[config.mk]
export PLATFORM = sky130hd
export DESIGN_NAME = sop_array
export DESIGN_NICKNAME = d
export VERILOG_FILES = /design/src/rtl/sop_pkg.sv /design/src/rtl/sop_cfg_store.sv /design/src/rtl/sop_and_plane.sv /design/src/rtl/sop_or_plane.sv /design/src/rtl/sop_array.sv
export SDC_FILE = /design/constraint.sdc
export NUM_CORES = 1
export LEC_CHECK = 0
export ABC_AREA = 1
export ABC_CLOCK_PERIOD_IN_PS = 1000
export CAP_MARGIN = 30
export CORE_UTILIZATION = 40
export DETAILED_ROUTE_END_ITERATION = 8
export DONT_BUFFER_PORTS = 1
export GPL_ROUTABILITY_DRIVEN = 1
export PLACE_DENSITY = 0.51
export SLEW_MARGIN = 20
export SYNTH_ARGS = -nofsm -noshare
export SYNTH_HDL_FRONTEND = slang
export SYNTH_SLANG_ARGS = --single-unit
[constraint.sdc]
create_clock -name clk -period 1 [get_ports clk]
set_clock_uncertainty 0.05 [all_clocks]
set_input_delay 0.1 -clock clk [delete_from_list [all_inputs] [get_ports clk]]
set_output_delay 0.1 -clock clk [all_outputs]
set_load 0.01 [all_outputs]
[src/rtl/sop_pkg.sv]
package sop_pkg;
  // Width of a row index; never zero so single-row arrays still have a port.
  function automatic int row_bits(input int rows);
    return (rows > 1) ? $clog2(rows) : 1;
  endfunction
endpackage

[src/rtl/sop_cfg_store.sv]
module sop_cfg_store #(
  parameter int M  = 3,
  parameter int N  = 3,
  parameter int P  = 2,
  parameter int RW = 2
) (
  input  logic             clk,
  input  logic             rst,
  input  logic             wr_en,
  input  logic [RW-1:0]    wr_row,
  input  logic [2*M-1:0]   wr_lit,
  input  logic [P-1:0]     wr_col,
  input  logic [RW-1:0]    rd_row,
  output logic [2*M-1:0]   rd_lit,
  output logic [P-1:0]     rd_col,
  output logic [N*2*M-1:0] lit_mat,
  output logic [N*P-1:0]   col_mat
);
  localparam int LW = 2 * M;

  for (genvar n = 0; n < N; n++) begin : g_row
    logic hit;
    assign hit = wr_en && (int'(wr_row) == n);
    always_ff @(posedge clk) begin
      if (rst) begin
        lit_mat[n*LW +: LW] <= '0;
        col_mat[n*P +: P]   <= '0;
      end else if (hit) begin
        lit_mat[n*LW +: LW] <= wr_lit;
        col_mat[n*P +: P]   <= wr_col;
      end
    end
  end

  always_comb begin
    rd_lit = '0;
    rd_col = '0;
    for (int n = 0; n < N; n++) begin
      if (int'(rd_row) == n) begin
        rd_lit = lit_mat[n*LW +: LW];
        rd_col = col_mat[n*P +: P];
      end
    end
  end
endmodule

[src/rtl/sop_and_plane.sv]
module sop_and_plane #(
  parameter int M = 3,
  parameter int N = 3
) (
  input  logic [M-1:0]     in_vec,
  input  logic [N*2*M-1:0] lit_mat,
  output logic [N-1:0]     term_vec
);
  localparam int LW = 2 * M;
  logic [LW-1:0] lit;

  assign lit = {~in_vec, in_vec};

  // A term is false as soon as one enabled literal is false.
  for (genvar n = 0; n < N; n++) begin : g_term
    assign term_vec[n] = &(lit | ~lit_mat[n*LW +: LW]);
  end
endmodule

[src/rtl/sop_or_plane.sv]
module sop_or_plane #(
  parameter int N = 3,
  parameter int P = 2
) (
  input  logic [N-1:0]   term_vec,
  input  logic [N*P-1:0] col_mat,
  output logic [P-1:0]   out_vec
);
  for (genvar p = 0; p < P; p++) begin : g_out
    logic [N-1:0] sel;
    for (genvar n = 0; n < N; n++) begin : g_tap
      assign sel[n] = col_mat[n*P + p];
    end
    assign out_vec[p] = |(term_vec & sel);
  end
endmodule

[src/rtl/sop_array.sv]
module sop_array #(
  parameter int M  = 3,
  parameter int N  = 3,
  parameter int P  = 2,
  parameter int RW = sop_pkg::row_bits(N)
) (
  input  logic            clk,
  input  logic            rst,
  input  logic [M-1:0]    in_vec,
  output logic [P-1:0]    out_vec,
  input  logic            cfg_we,
  input  logic [RW-1:0]   cfg_row,
  input  logic [2*M-1:0]  cfg_and,
  input  logic [P-1:0]    cfg_or,
  input  logic [RW-1:0]   rd_row,
  output logic [2*M-1:0]  rd_and,
  output logic [P-1:0]    rd_or
);
  logic [N*2*M-1:0] and_mat;
  logic [N*P-1:0]   or_mat;
  logic [N-1:0]     term_vec;

  sop_cfg_store #(.M(M), .N(N), .P(P), .RW(RW)) u_store (
    .clk(clk), .rst(rst),
    .wr_en(cfg_we), .wr_row(cfg_row), .wr_lit(cfg_and), .wr_col(cfg_or),
    .rd_row(rd_row), .rd_lit(rd_and), .rd_col(rd_or),
    .lit_mat(and_mat), .col_mat(or_mat)
  );

  sop_and_plane #(.M(M), .N(N)) u_and (
    .in_vec(in_vec), .lit_mat(and_mat), .term_vec(term_vec)
  );

  sop_or_plane #(.N(N), .P(P)) u_or (
    .term_vec(term_vec), .col_mat(or_mat), .out_vec(out_vec)
  );
endmodule

== After elaboration in Yosys (flattened, before gate mapping) ==
Cells that the tools add are included.

* Bits in registers: 24
* Input bits: 18
* Word-level logic and storage cells: 35

* Eq/ne operators: 4
* Reductions and logical operators: 10
* Bitwise gates (word level): 9
* Multiplexer cells: 6

{| class="wikitable"
|+ Operators by type and width
! kind !! number
|-
| 2-to-1 mux 6 bit || 3
|-
| NOT 6 bit || 3
|-
| OR 6 bit || 3
|-
| AND reduction 6 bit || 3
|-
| == test 2 bit (second input constant) || 4
|-
| AND 3 bit || 2
|-
| 2-to-1 mux 2 bit || 3
|-
| OR reduction 3 bit || 2
|-
| logical NOT 2 bit || 2
|-
| logical AND 1 bit || 3
|-
| NOT 3 bit || 1
|}

== Longest topological paths before layout ==
* Depth in word-level cells: 5
* Depth in mapped cells: 6

== Hierarchy ==
Synthesis repeated with hierarchy kept, for this count alone.

* Cells, all modules: 248
* Area, all modules: 1435.1 um^2

{| class="wikitable"
|+ Modules (own cells, without submodules)
! module !! times used !! area an instance (um^2) !! cells an instance
|-
| sop_cfg_store || 1 || 1221.2 || 194
|-
| sop_and_plane || 1 || 176.4 || 46
|-
| sop_or_plane || 1 || 37.5 || 8
|}

== Worst setup path after synthesis ==
No wires, ideal clock.

* Path type: register to output
* Start: reg u_store.lit_mat[15]
* End: out out_vec[1]
* Cell stages (with the launch flop): 5
* Buffers on the path: 0
* Path slack: 0.141 ns
* Data arrival time: 0.709 ns
* Path through: dfxtp_1 nand2_1 and2_0 nand3_1 nand3_1

* Longest elaborated chain between the ends: 5

{| class="wikitable"
|+ RTL lines
! element !! RTL line !! text
|-
| from (decl) || sop_cfg_store.sv:16 || <nowiki>output logic [N*2*M-1:0] lit_mat,</nowiki>
|-
| from (signal, indexed assignment) || sop_cfg_store.sv:29 || <nowiki>lit_mat[n*LW +: LW] <= wr_lit;</nowiki>
|-
| NOT 6 bit || sop_and_plane.sv:16 || <nowiki>assign term_vec[n] = &(lit | ~lit_mat[n*LW +: LW]);</nowiki>
|-
| OR 6 bit || sop_and_plane.sv:16 ||
|-
| AND reduction 6 bit || sop_and_plane.sv:16 ||
|-
| AND 3 bit || sop_or_plane.sv:14 || <nowiki>assign out_vec[p] = |(term_vec & sel);</nowiki>
|-
| OR reduction 3 bit || sop_or_plane.sv:14 ||
|-
| to (decl) || sop_array.sv:10 || <nowiki>output logic [P-1:0] out_vec,</nowiki>
|}

Every way passes these cells.

== Final worst setup path ==
* Start: reg u_store.lit_mat[12]
* End: out out_vec[0]

The elaborated chain is that of the path after synthesis.

==> results.ini <==
[run_status]
status = complete, but fails checks
violations = setup timing

[pwr]
power_mw = 2.05
vdd.ir_drop.worst_uv = 819
power.switching_mw = 0.520
power_frac_comb = 0.149
switching_share = 0.254
p_leak_nw = 0.783
p_seq_frac = 0.498
p_per_area_nw_per_um2 = 1200
clkPwrFrac = 0.353
internal_power_mw = 1.53

[placement]
dp_cells = 226
hpwl_um = 2370
port_buffers = 0
placed_cell_area_um2 = 1280
dp_slack_ns = -0.00518
globalplace.congestion = 0.821

[logic_synthesis]
synth_cell_types = 13
synth_top_area_frac = 0.412
syn_area_um2 = 1170
syn_avg_cell_area_um2 = 6.30
syn_inst = 185
ys_ff_latch = 24
synth.net_count = 203
synth_top_cells_by_area = dfxtp_1 41%, nand2_1 29%, a21oi_1 9.4%
yosysSeqAreaShare = 0.412
synth_top_area_cell = dfxtp_1
ys_warn_count = 0

[floorplan]
ios = 28
start_util = 0.423
die_area_um2 = 3140
coreArea_um2 = 2760
rows = 19
die_h_um = 56.0
die_x_um = 56.0

[global_route]
overflow = 0
antenna_found_initial = 0
grt_max_degree = 25
grt_pass1_wl_um = 5540
grt_pass1_vias = 1153
track_usage = 0.233

[timing]
worst_pin_slew_ns = 0.911
fin_setup_tns_ns = -1.02
relSlewSlack = 0.392
slew_violations = 0
hold_viol = 0
fin_crit_sh = 1.28
finalWorstSetupSlack_ns = -0.280
rsz0062_at_grt = true
setup_viol = 10
hold_slack_ns = 0.0311
fmax_mhz = 781
fin_crit_ns = 1.28

[worst_hold_path]
hold_class = in -> reg
hold_depth = 4
hold_start = cfg_row[1]

[critical_path]
worstSetupPathType = reg -> out
cpPeakStageDelay_ns = 0.36
cp.arrival_ns = 1.13
worst-path-stages = 5
reg2reg_to = u_store.lit_mat[4]$_SDFFE_PP0P_
worst-path-buf-inv = 0
reg2reg_depth = 4
critPathTopFamily = simple AND/OR/NAND/NOR gates
cp_slowest_cell = dfxtp_2
reg2reg_from = u_store.lit_mat[4]$_SDFFE_PP0P_
worstPathCellList = nand2_1 > nand2_1 > nor2_4 > nand3_1 > nand3_2
cp_max_fo = 2
required_ns = 0.85
critPathLaunchType = flip-flop
r2r_setup_slack_ns = 0.11
cp-end-kind = output pin
cp-endpoint = out_vec[0]
setup.worst_path.start = u_store.lit_mat[12]$_SDFFE_PP0P_
critPathMostFrequentCell = nand2_1

[clock_network]
cts_made_buffers = 3
cts_max_path_buffers = 2
h-tree-depth = 1
cts_tree = yes
numClockSinks = 24
path_clk_slew_ns = 0.15
clock-root-buffer = clkbuf_4
clock_latency_ns = 0.32

[drt]
drtPass1Iterations = 4
viasPerCell = 5.30
vias = 1287
drtAntennaViolNets = 0
drt-initial-drc-count = 56
routedWlPerCell_um = 14.5
wirelength_um = 3530
drc = 0

[finish]
final_common_cell = nand2_1
area_growth_pct = 45.8
postLayoutCellArea_um2 = 1700
layout_common_cells = 72 x nand2_1, 22 x a21oi_1, 22 x dfxtp_2
fin_cells = 243
drive_gt1_frac = 0.410
nNetsFinal = 231
post-route-util = 0.617
antennaDiodeCount = 0

[run]
drv_cap = 0

-- cell usage after synthesis --
cell type	count
inv_2	2
clkbuf_1	2
buf_6	1
nand3_1	17
nand3_2	2
nor2_1	11
nand2_1	90
a211oi_1	2
inv_1	10
a21oi_1	22
dfxtp_1	24
and2_1	1
and2_0	1
-- state kept, by name (all words and copies together), names as in the netlist --
register	count
u_store.lit_mat	18
u_store.col_mat	6
-- routing by layer --
metal,vias up,GRT usage,routed length (um)
met5,-,0,0
met4,0,0.0871,33
met3,4,0.0372,172
met2,38,0.379,1710
met1,601,0.309,1620
li1,644,-,-
-- worst min-delay path by stage --
| stage | end | slack [ns] |
|---|---|---|
| 3_3_place_gp | u_store.lit_mat[2]$_SDFFE_PP0P_ | 0.12 |
| 6_report | u_store.lit_mat[14]$_SDFFE_PP0P_ | 0.03 |
| 3_5_place_dp | u_store.lit_mat[17]$_SDFFE_PP0P_ | 0.12 |
| 2_1_floorplan | u_store.lit_mat[13]$_SDFFE_PP0P_ | 0.12 |
| 4_1_cts | u_store.lit_mat[15]$_SDFFE_PP0P_ | 0.04 |
| 5_1_grt | u_store.col_mat[2]$_SDFFE_PP0P_ | 0.03 |
-- cell type report --
class	count	area [um2]
Timing Repair Buffer	26	246
Clock inverter	1	30.0
Fill cell	276	1060
Inverter	12	45.0
Multi-Input combinational cell	146	810
Sequential cell	24	508
Tap cell	31	38.8
Clock buffer	3	22.5
-- worst register-to-register path, delay by kind of cell, from the launching register on --
kind	cells	cell delay, ns
simple gates	1	0.05
buf+inv	2	0.23
compound gates	1	0.06
flops	1	0.35
-- kinds of logic (layout without fill, tap and decap cells) --
group / count (synthesis) / in the layout / synth area share
buffers and inverters: 15 / 42 / 0.0547
AO/OA/AOI/OAI: 24 / 24 / 0.107
flip-flops: 24 / 24 / 0.412
AND/OR/NAND/NOR: 122 / 122 / 0.426
-- power groups by stage --
| stage | Clock, mW | Combinational (mW) | Sequential, mW |
|---|---|---|---|
| CTS | 0.723 | 0.269 | 1.02 |
| global placement | 0 | 0.189 | 1.03 |
| global route | 0.767 | 0.329 | 1.02 |
| floorplan | 0 | 0.134 | 1.03 |
| finish | 0.723 | 0.304 | 1.02 |
| detailed placement | 0 | 0.193 | 1.03 |
-- timing repair --
item,4_1_cts,5_1_grt
cloned,0,0
hold buffers,9,0
resized for setup,41,40
setup buffers,3,4
pin swaps,19,13
setup endpoints to repair,10,34
hold endpoints to repair,24,0
(Power assumes the default switching activity.)
